<file path="config.mk">
export PLATFORM = sky130hd
export DESIGN_NAME = spi_cmd_slave
export DESIGN_NICKNAME = d
export VERILOG_FILES = /design/src/rtl/spi_cmd_pkg.sv /design/src/rtl/spi_cmd_sync.sv /design/src/rtl/spi_cmd_edge.sv /design/src/rtl/spi_cmd_shifter.sv /design/src/rtl/spi_cmd_decode.sv /design/src/rtl/spi_cmd_slave.sv
export SDC_FILE = /design/constraint.sdc
export NUM_CORES = 1
export LEC_CHECK = 0
export BUFFER_PORTS_ARGS = -buffer_cell sky130_fd_sc_hd__buf_2
export CAP_MARGIN = 20
export CORE_UTILIZATION = 40
export CTS_BUF_LIST = sky130_fd_sc_hd__clkbuf_8
export DETAILED_ROUTE_END_ITERATION = 6
export PLACE_DENSITY = 0.66
export SYNTH_ARGS = -nofsm -noshare
export SYNTH_HDL_FRONTEND = slang
export SYNTH_HIERARCHICAL = 1
export SYNTH_SLANG_ARGS = --single-unit
</file>
<file path="constraint.sdc">
create_clock -name clk -period 4 [get_ports clk]
set_clock_uncertainty 0.15 [all_clocks]
set_input_delay 0.4 -clock clk [delete_from_list [all_inputs] [get_ports clk]]
set_output_delay 0.4 -clock clk [all_outputs]
set_load 0.01 [all_outputs]
</file>
<file path="src/rtl/spi_cmd_pkg.sv">
package spi_cmd_pkg;
    typedef enum logic {
        OP_WR = 1'b0,
        OP_RD = 1'b1
    } cmd_op_e;

    localparam int unsigned SYNC_DEPTH_DFLT = 2;
endpackage

</file>
<file path="src/rtl/spi_cmd_sync.sv">
module spi_cmd_sync #(
    parameter int unsigned           WIDTH   = 3,
    parameter int unsigned           STAGES  = 2,
    parameter logic [WIDTH-1:0]      RST_VAL = '0
) (
    input  logic             clk,
    input  logic             rst_n,
    input  logic [WIDTH-1:0] async_i,
    output logic [WIDTH-1:0] level_o
);
    logic [STAGES-1:0][WIDTH-1:0] pipe_d, pipe_q;

    always_comb begin
        pipe_d[0] = async_i;
        for (int i = 1; i < int'(STAGES); i++) pipe_d[i] = pipe_q[i-1];
    end

    always_ff @(posedge clk or negedge rst_n) begin
        if (!rst_n) pipe_q <= {STAGES{RST_VAL}};
        else        pipe_q <= pipe_d;
    end

    assign level_o = pipe_q[STAGES-1];
endmodule

</file>
<file path="src/rtl/spi_cmd_edge.sv">
module spi_cmd_edge #(
    parameter int unsigned      WIDTH   = 2,
    parameter logic [WIDTH-1:0] RST_VAL = '0
) (
    input  logic             clk,
    input  logic             rst_n,
    input  logic [WIDTH-1:0] level_i,
    output logic [WIDTH-1:0] rise_o,
    output logic [WIDTH-1:0] fall_o
);
    logic [WIDTH-1:0] prev_d, prev_q;

    always_comb prev_d = level_i;

    always_ff @(posedge clk or negedge rst_n) begin
        if (!rst_n) prev_q <= RST_VAL;
        else        prev_q <= prev_d;
    end

    for (genvar g = 0; g < int'(WIDTH); g++) begin : g_edge
        assign rise_o[g] =  level_i[g] & ~prev_q[g];
        assign fall_o[g] = ~level_i[g] &  prev_q[g];
    end
endmodule

</file>
<file path="src/rtl/spi_cmd_shifter.sv">
module spi_cmd_shifter #(
    parameter int unsigned FRAME_W = 16,
    parameter int unsigned DATA_W  = 8
) (
    input  logic               clk,
    input  logic               rst_n,
    input  logic               cs_low_i,
    input  logic               cs_fall_i,
    input  logic               sclk_rise_i,
    input  logic               sclk_fall_i,
    input  logic               din_i,
    input  logic               load_i,
    input  logic [DATA_W-1:0]  load_data_i,
    output logic [FRAME_W-1:0] frame_o,
    output logic               full_o,
    output logic               dout_o
);
    localparam int unsigned CNT_W = $clog2(FRAME_W + 1);
    localparam logic [CNT_W-1:0] CNT_FULL = CNT_W'(FRAME_W);

    typedef struct packed {
        logic [FRAME_W-1:0] sr;
        logic [CNT_W-1:0]   cnt;
        logic               dout;
    } shf_st_t;

    shf_st_t st_d, st_q;

    always_comb begin
        st_d = st_q;
        if (cs_fall_i) begin
            st_d.cnt  = '0;
            st_d.dout = st_q.sr[FRAME_W-1];
        end else if (cs_low_i) begin
            if (sclk_rise_i) begin
                st_d.sr = {st_q.sr[FRAME_W-2:0], din_i};
                if (st_q.cnt != CNT_FULL) st_d.cnt = st_q.cnt + 1'b1;
            end
            if (sclk_fall_i) st_d.dout = st_q.sr[FRAME_W-1];
        end
        if (load_i) st_d.sr[DATA_W-1:0] = load_data_i;
    end

    always_ff @(posedge clk or negedge rst_n) begin
        if (!rst_n) st_q <= '0;
        else        st_q <= st_d;
    end

    assign frame_o = st_q.sr;
    assign full_o  = (st_q.cnt == CNT_FULL);
    assign dout_o  = st_q.dout;

    p_idle_hold_r1: assert property (@(posedge clk) disable iff (!rst_n)
        (!cs_low_i && !load_i) |=> $stable(st_q.sr));

    p_dout_edge_only_r6: assert property (@(posedge clk) disable iff (!rst_n)
        (!sclk_fall_i && !cs_fall_i) |=> $stable(dout_o));
endmodule

</file>
<file path="src/rtl/spi_cmd_decode.sv">
module spi_cmd_decode
    import spi_cmd_pkg::*;
#(
    parameter int unsigned ADDR_W = 7,
    parameter int unsigned DATA_W = 8
) (
    input  logic                    clk,
    input  logic                    rst_n,
    input  logic                    cs_rise_i,
    input  logic                    full_i,
    input  logic [ADDR_W+DATA_W:0]  frame_i,
    output logic [ADDR_W-1:0]       addr_o,
    output logic [DATA_W-1:0]       wdata_o,
    output logic                    wr_o,
    output logic                    rd_o
);
    localparam int unsigned FRAME_W = ADDR_W + DATA_W + 1;
    localparam int unsigned OP_BIT  = FRAME_W - 1;

    typedef struct packed {
        logic [ADDR_W-1:0] addr;
        logic [DATA_W-1:0] wdata;
        logic              wr;
        logic              rd;
    } dec_st_t;

    dec_st_t st_d, st_q;
    cmd_op_e op;
    logic [ADDR_W-1:0] fr_addr;
    logic exec;

    assign op      = cmd_op_e'(frame_i[OP_BIT]);
    assign fr_addr = frame_i[OP_BIT-1 -: ADDR_W];
    assign exec    = cs_rise_i && full_i && (fr_addr != '0);

    always_comb begin
        st_d    = st_q;
        st_d.wr = 1'b0;
        st_d.rd = 1'b0;
        if (exec) begin
            st_d.addr = fr_addr;
            if (op == OP_WR) begin
                st_d.wdata = frame_i[DATA_W-1:0];
                st_d.wr    = 1'b1;
            end else begin
                st_d.rd = 1'b1;
            end
        end
    end

    always_ff @(posedge clk or negedge rst_n) begin
        if (!rst_n) st_q <= '0;
        else        st_q <= st_d;
    end

    assign addr_o  = st_q.addr;
    assign wdata_o = st_q.wdata;
    assign wr_o    = st_q.wr;
    assign rd_o    = st_q.rd;

    p_one_strobe_r3: assert property (@(posedge clk) disable iff (!rst_n)
        $onehot0({wr_o, rd_o}));

    p_strobe_needs_full_r5: assert property (@(posedge clk) disable iff (!rst_n)
        (wr_o || rd_o) |-> $past(cs_rise_i && full_i));

    p_no_strobe_addr0_r7: assert property (@(posedge clk) disable iff (!rst_n)
        (wr_o || rd_o) |-> (addr_o != '0));

    p_single_cycle_r8: assert property (@(posedge clk) disable iff (!rst_n)
        (wr_o || rd_o) |=> !(wr_o || rd_o));
endmodule

</file>
<file path="src/rtl/spi_cmd_slave.sv">
module spi_cmd_slave
    import spi_cmd_pkg::*;
#(
    parameter int unsigned ADDR_W     = 7,
    parameter int unsigned DATA_W     = 8,
    parameter int unsigned SYNC_DEPTH = SYNC_DEPTH_DFLT
) (
    input  logic              clk,
    input  logic              rst_n,
    input  logic              sclk_i,
    input  logic              cs_n_i,
    input  logic              din_i,
    output logic              dout_o,
    output logic [ADDR_W-1:0] reg_addr_o,
    output logic [DATA_W-1:0] reg_wdata_o,
    output logic              reg_wr_o,
    output logic              reg_rd_o,
    input  logic [DATA_W-1:0] reg_rdata_i
);
    localparam int unsigned FRAME_W = ADDR_W + DATA_W + 1;
    localparam int unsigned IX_SCLK = 0;
    localparam int unsigned IX_CSN  = 1;
    localparam int unsigned IX_DIN  = 2;

    logic [2:0] lvl;
    logic [1:0] rise, fall;
    logic [FRAME_W-1:0] frame;
    logic full;

    spi_cmd_sync #(.WIDTH(3), .STAGES(SYNC_DEPTH), .RST_VAL(3'b010)) u_sync (
        .clk     (clk),
        .rst_n   (rst_n),
        .async_i ({din_i, cs_n_i, sclk_i}),
        .level_o (lvl)
    );

    spi_cmd_edge #(.WIDTH(2), .RST_VAL(2'b10)) u_edge (
        .clk     (clk),
        .rst_n   (rst_n),
        .level_i (lvl[1:0]),
        .rise_o  (rise),
        .fall_o  (fall)
    );

    spi_cmd_shifter #(.FRAME_W(FRAME_W), .DATA_W(DATA_W)) u_shift (
        .clk         (clk),
        .rst_n       (rst_n),
        .cs_low_i    (~lvl[IX_CSN]),
        .cs_fall_i   (fall[IX_CSN]),
        .sclk_rise_i (rise[IX_SCLK]),
        .sclk_fall_i (fall[IX_SCLK]),
        .din_i       (lvl[IX_DIN]),
        .load_i      (reg_rd_o),
        .load_data_i (reg_rdata_i),
        .frame_o     (frame),
        .full_o      (full),
        .dout_o      (dout_o)
    );

    spi_cmd_decode #(.ADDR_W(ADDR_W), .DATA_W(DATA_W)) u_dec (
        .clk       (clk),
        .rst_n     (rst_n),
        .cs_rise_i (rise[IX_CSN]),
        .full_i    (full),
        .frame_i   (frame),
        .addr_o    (reg_addr_o),
        .wdata_o   (reg_wdata_o),
        .wr_o      (reg_wr_o),
        .rd_o      (reg_rd_o)
    );
endmodule

</file>
Word-level counts from Yosys, hierarchy flattened

Cells that the tools add are included.

Bitwise gates (word level): 10
Add/subtract/negate cells: 1
Reduce and logical (&&, ||, !) cells: 12
Eq/ne operators: 5
Multiplexer cells: 10

Operators with widths:

| kind                  | number |
|---|---|
| $mux W8               | 2 |
| $mux W14              | 1 |
| $mux W13              | 1 |
| $reduce_and A3 Y1     | 3 |
| $reduce_bool A2 Y1    | 4 |
| $reduce_bool A7 Y1    | 1 |
| $mux W6               | 1 |
| $ne A2 B1 Y1 const B  | 3 |
| $not A1 Y1            | 6 |
| $add A5 B1 Y5 const B | 1 |
| $eq A5 B5 Y1 const B  | 1 |
| $mux W5               | 1 |
| $ne A5 B5 Y1 const B  | 1 |
| $and A1 B1 Y1         | 4 |
| $reduce_and A2 Y1     | 2 |
| $mux W1               | 3 |
| $logic_and A1 B1 Y1   | 2 |
| $mux W2               | 1 |

Bits of input ports: 13
Output and inout bits: 18
Logic and storage cells: 49
Register bits after elaboration: 47

Depth between registers and ports, before layout

Gate-level depths: netlist of run 1.

Depth in word-level cells: 6
Depth in mapped cells: 8

Modules after synthesis

The synthesis of run 1 kept the hierarchy.

By module, submodules not included:

| module          | cells an instance | area each (um2) | times used | sequential area each (um2) |
|---|---|---|---|---|
| spi_cmd_shifter | 102               | 1167.4          | 1          | 550.5 |
| spi_cmd_decode  | 41                | 669.4           | 1          | 425.4 |
| spi_cmd_sync    | 6                 | 152.6           | 1          | 152.6 |
| spi_cmd_edge    | 6                 | 86.3            | 1          | 51.3 |
| spi_cmd_slave   | 1                 | 3.8             | 1          | 0.0 |

Least setup slack after synthesis of run 1

OpenSTA, ideal clock, no wires.

Kind: reg2reg
From: reg u_shift/st_q[1] in the netlist's numbering
To: reg u_dec.st_q, in the netlist u_dec/wdata_o[0]
Data arrival time: 1925 ps
Buffers on the path: 2
Path slack: 1800 ps
Cell stages (with the launch flop): 9
Setup time: 125 ps
Period minus slack after synthesis: 2200 ps
Cell sequence: dfrtp_1 inv_1 ha_1 nor4bb_4 and2_1 clkbuf_1 o211a_1 buf_6 mux2_4

Word-level cells in the longest chain between the ends: 4

RTL lines:

| what                               | RTL line              | RTL |
|---|---|---|
| start: declaration                 | spi_cmd_shifter.sv:27 | `shf_st_t st_d, st_q;` |
| start signal: assignment           | spi_cmd_shifter.sv:46 | `else st_q <= st_d;` |
| $eq A5 B5 Y1                       | spi_cmd_shifter.sv:50 | `assign full_o = (st_q.cnt == CNT_FULL);` |
| named net full                     | spi_cmd_slave.sv:28   | `logic full;` |
| $logic_and A1 B1 Y1 (2 in series)  | spi_cmd_decode.sv:34  | `assign exec = cs_rise_i && full_i && (fr_addr != '0);` |
| $reduce_and A2 Y1 (no source line) | --                    |  |
| end signal: assignment             | spi_cmd_decode.sv:53  | `else st_q <= st_d;` |
| end: declaration                   | spi_cmd_decode.sv:27  | `dec_st_t st_d, st_q;` |

The timed path passes the listed nets, and every way through them passes these cells.
A chain may end at the register's enable or synchronous reset.

Final worst setup path of run 1

From: reg u_shift/st_q[1] in the netlist's numbering
To: reg u_dec.st_q, in the netlist u_dec/wdata_o[3]

Same word-level chain as after synthesis.

==> flow_metrics.tcl, run 1 <==
set metrics [dict create \
    cp_cell_sequence "inv_1 > ha_1 > nor4bb_4 > and2_1 > o211a_1 > mux2_4" \
    required_ps 4040 \
    layout_commonest_cell "dfrtp_1" \
    h-tree-depth 2 \
    reg2reg_depth 6 \
    crit_fanout 9 \
    final_area_um2 2290 \
    io_buffer_count 30 \
    rsz0062_at_grt "no" \
    cts_setup_buffers 0 \
    cts_resized 0 \
    routed_via_density 4.76 \
    leakagePower_nw 1.13 \
    avgSynthCellArea_um2 13.3 \
    crit_path_end "u_dec/wdata_o[3]" \
    wire_per_inst_um 13.6 \
    period_share_pct 62.7 \
    drt_iter0_drc 60 \
    synth_edf_count 0 \
    p_sw_w 0.000265 \
    timing.hold.ws_ps 48.0 \
    grtUsageMet3_pct 4.34 \
    grt_pass1_wl_um 5460 \
    gp_congestion 0.685 \
    drive_gt1_share_pct 40.0 \
    p_int_w 0.000798 \
    grt_start_max_net_pins 48 \
    synth_warnings 6 \
    max_freq_mhz 399 \
    clockBufferDepth 2 \
    die_h_um 74.1 \
    busiest_layer "met2" \
    slew_headroom_pct 63.6 \
    synth_seq_area_share_pct 56.7 \
    path_class "register to register" \
    use_met2_pct 21.1 \
    r2r_start "u_shift/st_q[1]" \
    slew_viol_final 0 \
    ys_ff_latch 47 \
    slowest_delay_ps 560 \
    worst_pin_slew_ps 542 \
    status "completed" \
    vias 1153 \
    reg2reg_slack_ps 1490 \
    p_total_w 0.00106 \
    syn-cell-area_um2 2080 \
    antenna_found_initial 0 \
    start_util_pct 42.9 \
    dp_cells 232 \
    die_x_um 74.1 \
    grtUsageMet1_pct 16.6 \
    synth.distinct_cells 30 \
    wl_um 3290 \
    p_seq_share_pct 56.2 \
    cts_tree "built" \
    antenna_cells 0 \
    detail-route-antenna-nets 0 \
    finalNetCount 189 \
    pwr-share-clk_pct 33.2 \
    start_kind "register" \
    syn_to_final_growth_pct 10.3 \
    finalSetupViolations 0 \
    combPwrFrac_pct 10.7 \
    p_sw_share_pct 24.9 \
    die_area_um2 5490 \
    crit_arrival_ps 2550 \
    root_buffer "clkbuf_8" \
    grtUsageTotal_pct 13.6 \
    synth_ff_type "dfrtp_1" \
    timing.rr.end "u_dec/wdata_o[3]" \
    synth_nets 171 \
    post_dp_cell_area_um2 2150 \
    hold_viol_final 0 \
    startpoint "u_shift/st_q[1]" \
    drv_cap 0 \
    period_needed_ps 2510 \
    clk_pin_slew_ps 90 \
    synthesis.instances 156 \
    cts_hold_buf 0 \
    dp_hpwl_um 2270 \
    hp-class "input pin to register" \
    peakVddDrop_v 0.000167 \
    clock_sinks 47 \
    end_kind "register" \
    placementRows 25 \
    io_pins 31 \
    overflow 0 \
    p_per_area_nw_per_um2 463 \
    core_area_um2 4850 \
    grt_pass1_vias 1164 \
    ys_async_sr_fraction_pct 100 \
    insertion_delay_ps 310 \
    numCtsBuffers 5 \
    remaining_drc_errors 0 \
    firstDrtPassIters 4 \
    tns_ps 0 \
    final_cell_mix "dfrtp_1 (44), buf_2 (30), nand2_1 (12)" \
    cp_slowest_cell "o211a_1" \
    fin_cells 242 \
]
worst max-delay path: cells and delay by family, from the launching register on:
family,cells,cell delay (ps)
muxes,1,350
AOI/OAI and AO/OA,1,560
and+or+nand+nor,2,700
adders and majority gates,1,140
buffers and inverters,1,90
DFF,1,410
routing by layer:
layer / vias up / routed length [um]
met4: 0 / 51
met3: 4 / 127
met1: 568 / 1520
li1: 558 / -
met2: 23 / 1600
met5: - / 0
how the worst min path moves through the flow:
stage                     start                end  slack [ps]  depth (start not counted)
6_report                 cs_n_i   u_sync/pipe_d[4]          50                          1
4_1_cts                  cs_n_i   u_sync/pipe_d[4]          30                          1
5_1_grt                  cs_n_i   u_sync/pipe_d[4]          30                          1
2_1_floorplan             rst_n    u_dec/addr_o[0]         -50                          0
3_5_place_dp   u_sync/pipe_d[5]  u_sync/level_o[2]         190                          0
3_3_place_gp   u_sync/pipe_d[5]  u_sync/level_o[2]         180                          0
logic make-up (layout without fill, tap and decap cells):
kind of cell,count (synthesis),in the layout,synth area share (%)
DFF,47,47,56.7
and+or+nand+nor,32,32,10.2
muxes,27,27,16.1
buffers and inverters,25,44,8.66
AOI/OAI and AO/OA,23,23,7.10
adders and majority gates,2,2,1.20
registers in the layout, summed over array words and instances, names as in the netlist:
signal / flops
u_shift/dout_o: 1
u_dec/rd_o: 1
u_dec/addr_o: 7
u_shift/frame_o: 16
u_sync/level_o: 3
u_dec/wdata_o: 8
u_edge/prev_q: 2
u_dec/wr_o: 1
u_sync/pipe_d: 3
u_shift/st_q: 5
final cells by class:
| class | instances | area (um2) |
|---|---|---|
| Timing Repair Buffer | 32 | 180 |
| Clock inverter | 3 | 47.5 |
| Sequential cell | 47 | 1180 |
| Tap cell | 67 | 83.8 |
| Clock buffer | 5 | 68.8 |
| Inverter | 4 | 15.0 |
| Multi-Input combinational cell | 84 | 719 |
| Fill cell | 416 | 2550 |
power groups by stage:
stage | clock network [W] | logic (W) | registers, W
finish | 0.000352 | 0.000113 | 0.000597
global route | 0.000385 | 0.000130 | 0.000607
detailed placement | 0 | 0.000112 | 0.000608
CTS | 0.000363 | 0.000112 | 0.000598
floorplan | 0 | 0.000162 | 0.000585
global placement | 0 | 0.000107 | 0.000602
metrics by stage:
stage,worst slack [ps],utilization [%]
6_report,1490,47.3
5_1_grt,1370,47.3
4_1_cts,1500,46.7
3_5_place_dp,1530,44.3
3_3_place_gp,1620,44.3
2_1_floorplan,1800,-
cells in the mapped netlist (2+ instances only):
master,n,share of area [%]
dfrtp_1,44,53
buf_4,16,5.8
nand2_1,12,2.2
mux2_4,11,7.9
o21ai_0,10,2.4
mux2i_1,9,4.3
mux2_2,7,3.8
a22o_1,6,2.5
a21oi_1,4,0.96
and2b_2,4,1.7
inv_1,4,0.72
or3_1,4,1.2
dfstp_2,3,3.8
nor2_1,3,0.54
buf_6,2,1.1
ha_1,2,1.2
nand2b_1,2,0.60
No activity file was read; power rests on OpenSTA's default activity.
==> run 2, diff against run 1 <==
--- a/config.mk
+++ b/config.mk
@@ -10,7 +10,7 @@
 export CORE_UTILIZATION = 40
 export CTS_BUF_LIST = sky130_fd_sc_hd__clkbuf_8
 export DETAILED_ROUTE_END_ITERATION = 6
-export PLACE_DENSITY = 0.66
+export PLACE_DENSITY = 0.69
 export SYNTH_ARGS = -nofsm -noshare
 export SYNTH_HDL_FRONTEND = slang
 export SYNTH_HIERARCHICAL = 1
==> constraint.sdc (replaced) <==
create_clock -name clk -period 2.3 [get_ports clk]
set_clock_uncertainty 0.15 [all_clocks]
set_input_delay 0.23 -clock clk [delete_from_list [all_inputs] [get_ports clk]]
set_output_delay 0.23 -clock clk [all_outputs]
set_load 0.01 [all_outputs]
==> flow_metrics.tcl, run 2 (same netlist as run 1, synthesis figures left out) <==
set metrics [dict create \
    drive_gt1_share_pct 38.3 \
    cts_setup_buffers 0 \
    largest_reg_flops 16 \
    insertion_delay_ps 300 \
    p_sw_share_pct 26.8 \
    p_seq_share_pct 59.2 \
    antenna_cells 0 \
    remaining_drc_errors 0 \
    wire_per_inst_um 12.8 \
    p_int_w 0.00129 \
    max_freq_mhz 468 \
    fin_ws_ps 162 \
    gp_congestion 0.716 \
    firstDrtPassIters 4 \
    cts_hold_buf 12 \
    dp_hpwl_um 2170 \
    end_kind "register" \
    routed_via_density 4.76 \
    crit_arrival_ps 2180 \
    pwr-share-clk_pct 29.0 \
    drv_cap 0 \
    die_area_um2 5490 \
    crit_fanout 9 \
    clockBufferDepth 2 \
    numCtsBuffers 5 \
    period_share_pct 93.0 \
    root_buffer "clkbuf_8" \
    status "completed" \
    hold_depth 0 \
    clk_pin_slew_ps 100 \
    holdPathEnd "u_sync/level_o[1]" \
    reg2reg_depth 7 \
    syn_to_final_growth_pct 14.7 \
    rsz0062_at_grt "no" \
    startpoint "u_shift/st_q[1]" \
    io_pins 31 \
    wl_um 3260 \
    vias 1214 \
    grtUsageTotal_pct 13.2 \
    worst_pin_slew_ps 574 \
    cts_resized 0 \
    io_buffer_count 30 \
    detail-route-antenna-nets 0 \
    combPwrFrac_pct 11.9 \
    antenna_found_initial 0 \
    timing.rr.end "u_dec/wdata_o[1]" \
    grt_pass1_vias 1183 \
    finalSetupViolations 0 \
    leakagePower_nw 1.17 \
    start_util_pct 42.9 \
    h-tree-depth 2 \
    min-delay-start "u_sync/pipe_d[4]" \
    tns_ps 0 \
    slew_headroom_pct 61.7 \
    p_per_area_nw_per_um2 736 \
    placementRows 25 \
    die_h_um 74.1 \
    die_x_um 74.1 \
    cts_tree "built" \
    clock_sinks 47 \
    slew_viol_final 0 \
    grt_pass1_wl_um 5460 \
    start_kind "register" \
    r2r_start "u_shift/st_q[1]" \
    grt_start_max_net_pins 48 \
    path_class "register to register" \
    peakVddDrop_v 0.000307 \
    hold_viol_final 0 \
    layout_commonest_cell "dfrtp_1" \
    required_ps 2350 \
    core_area_um2 4850 \
    period_needed_ps 2140 \
    overflow 0 \
    reg2reg_slack_ps 160 \
    hp-class "register to register" \
    p_sw_w 0.000471 \
    pre_cts_slack_ps 192 \
    final_cell_mix "dfrtp_1 (44), buf_2 (30), dlygate4sd3_1 (12), nand2_1 (12), mux2_4 (11)" \
    finalNetCount 202 \
    drt_iter0_drc 64 \
]
[run 2: cell count changes in the layout (fill, tap and decap cells not counted)]
cell	before	now
bufinv_16	1	0
clkinvlp_4	0	1
inv_6	1	0
buf_12	1	0
buf_4	0	3
dlygate4sd3_1	1	12
clkinv_4	1	2
[run 2: area by class of cell]
cell class              instances  area [um2]
repair buffers                 45         293
inverters                       4        15.0
flip-flops and latches         47        1180
clock buffers                   5        68.8
fillers                       430        2460
clock inverters                 3        25.0
well taps                      67        83.8
multi-input cells              84         719
[run 2: worst max path at each step]
stage          slack, ps  cells after the start                to
6_report             160                      7  u_dec/wdata_o[1]
5_1_grt               70                      7   u_dec/addr_o[4]
4_1_cts              190                      7  u_dec/wdata_o[1]
3_5_place_dp         190                      7  u_dec/wdata_o[1]
3_3_place_gp         280                      7  u_dec/wdata_o[5]
2_1_floorplan        100                      8  u_dec/wdata_o[0]
[run 2: power by group through the flow]
stage	Combinational [W]	Sequential (W)	Clock [W]
2_1_floorplan	0.000282	0.00102	0
3_3_place_gp	0.000190	0.00105	0
3_5_place_dp	0.000195	0.00106	0
4_1_cts	0.000212	0.00104	0.000521
5_1_grt	0.000234	0.00106	0.000555
6_report	0.000208	0.00104	0.000509
[run 2: metrics by stage]
step	hold slack (ps)	area (um2)	total power (W)	instances	utilization, %
detailed placement	186	2170	0.00125	235	44.8
finish	209	2380	0.00176	255	49.2
global placement	184	2170	0.00124	235	44.8
floorplan	-216	2080	0.00130	156	-
CTS	209	2380	0.00177	255	49.2
global route	214	2380	0.00185	255	49.2
[run 2: critical path, cell delays in order, from the launching register on]
cell and delay (ps):
dfrtp_1 410, inv_1 80, ha_1 160, nor4bb_4 350, and2_1 200, o211a_1 160, buf_4 210, mux2_4 320
[run 2: per-layer routing]
layer,track usage [%],up-vias,share of wire (%)
li1,-,584,-
met1,18.0,599,47
met2,20.5,26,48
met3,2.85,5,3.8
met4,5.34,0,1.0
met5,0,-,0
==> run 3, diff against run 2 <==
--- a/config.mk
+++ b/config.mk
@@ -5,12 +5,13 @@
 export SDC_FILE = /design/constraint.sdc
 export NUM_CORES = 1
 export LEC_CHECK = 0
+export ABC_AREA = 1
 export BUFFER_PORTS_ARGS = -buffer_cell sky130_fd_sc_hd__buf_2
 export CAP_MARGIN = 20
 export CORE_UTILIZATION = 40
 export CTS_BUF_LIST = sky130_fd_sc_hd__clkbuf_8
 export DETAILED_ROUTE_END_ITERATION = 6
-export PLACE_DENSITY = 0.69
+export PLACE_DENSITY = 0.68
 export SYNTH_ARGS = -nofsm -noshare
 export SYNTH_HDL_FRONTEND = slang
 export SYNTH_HIERARCHICAL = 1
==> flow_metrics.tcl, run 3 <==
set metrics [dict create \
    tns_ps 0 \
    clk_pin_slew_ps 80 \
    ys_async_sr_fraction_pct 100 \
    dp_hpwl_um 2790 \
    path_class "register to register" \
    p_total_w 0.00165 \
    drive_gt1_share_pct 19.5 \
    slew_viol_final 0 \
    crit_arrival_ps 2010 \
    peakVddDrop_v 0.000375 \
    status "completed" \
    period_needed_ps 2000 \
    drt_iter0_drc 103 \
    p_per_area_nw_per_um2 693 \
    synth_top_area_share_pct 50.7 \
    num-fill-cells 511 \
    ys_ff_latch 47 \
    wl_um 3740 \
    clock_sinks 47 \
    reg2reg_depth 11 \
    hold_viol_final 0 \
    finalNetCount 286 \
    routed_via_density 4.60 \
    path_delay_family "simple AND/OR/NAND/NOR gates" \
    cp_cell_sequence "inv_1 > ha_1 > nand2_1 > inv_1 > nand2_1 > inv_1 > nand2_1 > inv_1 > nand2_2 > nand2_1 > o21ai_0" \
    synthTopCellsByCount "nand2_1 (81), dfrtp_1 (44), inv_1 (27), nand3_1 (22), buf_4 (16)" \
    crit_fanout 14 \
    io_buffer_count 30 \
    overflow 0 \
    io_pins 31 \
    firstDrtPassIters 4 \
    cts_tree "built" \
    rsz0062_at_grt "no" \
    dp_cells 330 \
    pwr-share-clk_pct 27.5 \
    synth_nets 263 \
    remaining_drc_errors 0 \
    grt_pass1_wl_um 6290 \
    grtUsageTotal_pct 14.7 \
    layout_commonest_cell "nand2_1" \
    post-route-util_pct 46.1 \
    grt_pass1_vias 1388 \
    fin_cells 342 \
    p_int_w 0.00119 \
    post_dp_cell_area_um2 2260 \
    final_cell_mix "nand2_1 (81), dfrtp_1 (44), buf_2 (30)" \
    synthesis.instances 248 \
    gp_congestion 0.812 \
    period_share_pct 86.8 \
    h-tree-depth 2 \
    antenna_cells 0 \
    vias 1572 \
    cts_resized 0 \
    p_sw_share_pct 27.9 \
    start_util_pct 42.0 \
    antenna_found_initial 0 \
    end_kind "register" \
    cp_slowest_cell "dfrtp_1" \
    detail-route-antenna-nets 0 \
    hp-class "input pin to register" \
    synth_seq_area_share_pct 54.3 \
    leakagePower_nw 1.30 \
    synth_warnings 6 \
    p_seq_share_pct 58.8 \
    syn-cell-area_um2 2170 \
    required_ps 2320 \
    die_h_um 75.7 \
    final_area_um2 2390 \
    start_kind "register" \
    combPwrFrac_pct 13.7 \
    placementRows 26 \
    min-delay-start "reg_rdata_i[0]" \
    path_buf_inv 4 \
    hold_depth 3 \
    holdPathEnd "u_shift/frame_o[0]" \
    syn_to_final_growth_pct 9.85 \
    die_x_um 75.7 \
    synth_area_leaders "dfrtp_1 (51%), nand2_1 (14%), buf_4 (5.5%)" \
    timing.rr.end "u_dec/addr_o[3]" \
    slowest_delay_ps 400 \
    reg2reg_slack_ps 300 \
    r2r_start "u_shift/st_q[1]" \
    synth_edf_count 0 \
    largest_reg_flops 16 \
    cts_setup_buffers 0 \
    numCtsBuffers 5 \
    grt_start_max_net_pins 28 \
    finalSetupViolations 0 \
    synth_top_cell_by_area "dfrtp_1" \
    core_area_um2 5170 \
    die_area_um2 5730 \
    avgSynthCellArea_um2 8.76 \
    clockBufferDepth 2 \
    root_buffer "clkbuf_8" \
    drv_cap 0 \
    p_sw_w 0.000462 \
    worst_pin_slew_ps 571 \
    max_freq_mhz 501 \
    insertion_delay_ps 290 \
    slew_headroom_pct 61.9 \
    yosysMostFrequentCell "nand2_1" \
    synth_ff_type "dfrtp_1" \
    wire_per_inst_um 10.9 \
    synth.distinct_cells 23 \
]
## run 3: changes by cell type after synthesis, moves of 5 or more
cell | previous run | this run
mux2i_1 | 9 | 0
a22o_1 | 6 | 0
nand2_1 | 12 | 81
nor2_1 | 3 | 14
nand4_1 | 0 | 11
nand3_1 | 1 | 22
mux2_2 | 7 | 0
inv_1 | 4 | 27
o21ai_0 | 10 | 5
mux2_4 | 11 | 0
## run 3: repair_timing
action                                  CTS  global route
hold buffers                              4             0
endpoints found under the setup margin    0             0
hold endpoints to repair                 25             0
## run 3: cell families (layout without fill, tap and decap cells)
| logic type | count (synthesis) | count (layout) | synth area share, % |
|---|---|---|---|
| buffers and inverters | 51 | 75 | 12.9 |
| AOI/OAI and AO/OA | 11 | 11 | 2.59 |
| and+or+nand+nor | 137 | 137 | 29.0 |
| DFF | 47 | 47 | 54.3 |
| adders and majority gates | 2 | 2 | 1.15 |
## run 3: power groups by stage
stage               Combinational, W  Sequential, W  Clock [W]
CTS                         0.000230       0.000974   0.000480
floorplan                   0.000262       0.000969          0
finish                      0.000227       0.000973   0.000455
global route                0.000264       0.000986   0.000509
detailed placement          0.000224       0.000989          0
global placement            0.000217       0.000988          0
## run 3: worst reg2reg max path, cell delays in order, from the launching register on
cell	delay [ps]
dfrtp_1	400
inv_1	110
ha_1	150
nand2_1	50
inv_1	60
nand2_1	140
inv_1	80
nand2_1	50
inv_1	280
nand2_2	230
nand2_1	100
o21ai_0	80
## run 3: how the worst max path moves through the flow
| stage | depth (start not counted) | slack, ps | start | to |
|---|---|---|---|---|
| 2_1_floorplan | 12 | 630 | u_shift/st_q[1] | u_dec/wdata_o[0] |
| 3_3_place_gp | 11 | 420 | u_shift/st_q[1] | u_dec/addr_o[6] |
| 3_5_place_dp | 11 | 340 | u_shift/st_q[1] | u_dec/addr_o[5] |
| 4_1_cts | 11 | 320 | u_shift/st_q[1] | u_dec/addr_o[3] |
| 5_1_grt | 11 | 100 | u_shift/st_q[1] | u_dec/addr_o[3] |
| 6_report | 11 | 300 | u_shift/st_q[1] | u_dec/addr_o[3] |
## run 3: metrics by stage
| step | hold WS (ps) | worst slack [ps] |
|---|---|---|
| finish | 4.70 | 304 |
| global route | 4.50 | 103 |
| CTS | 0.757 | 319 |
| detailed placement | 107 | 335 |
| global placement | 117 | 425 |
| floorplan | -216 | 633 |
## run 3: area by class of cell
class	instances	area (um2)	area share [%]
flip-flops and latches	47	1180	49.4
multi-input cells	150	712	29.8
repair buffers	37	213	8.91
inverters	30	113	4.72
well taps	70	87.6	3.67
clock buffers	5	68.8	2.88
clock inverters	3	12.5	0.524
## run 3: per-layer routing
| layer | part of all wire, % | up-vias | routed length [um] | track usage, % |
|---|---|---|---|---|
| li1 | - | 801 | - | - |
| met1 | 49 | 736 | 1840 | 21.5 |
| met2 | 46 | 31 | 1720 | 22.3 |
| met3 | 4.1 | 4 | 153 | 2.78 |
| met4 | 0.62 | 0 | 23 | 4.32 |
| met5 | 0 | - | 0 | 0 |
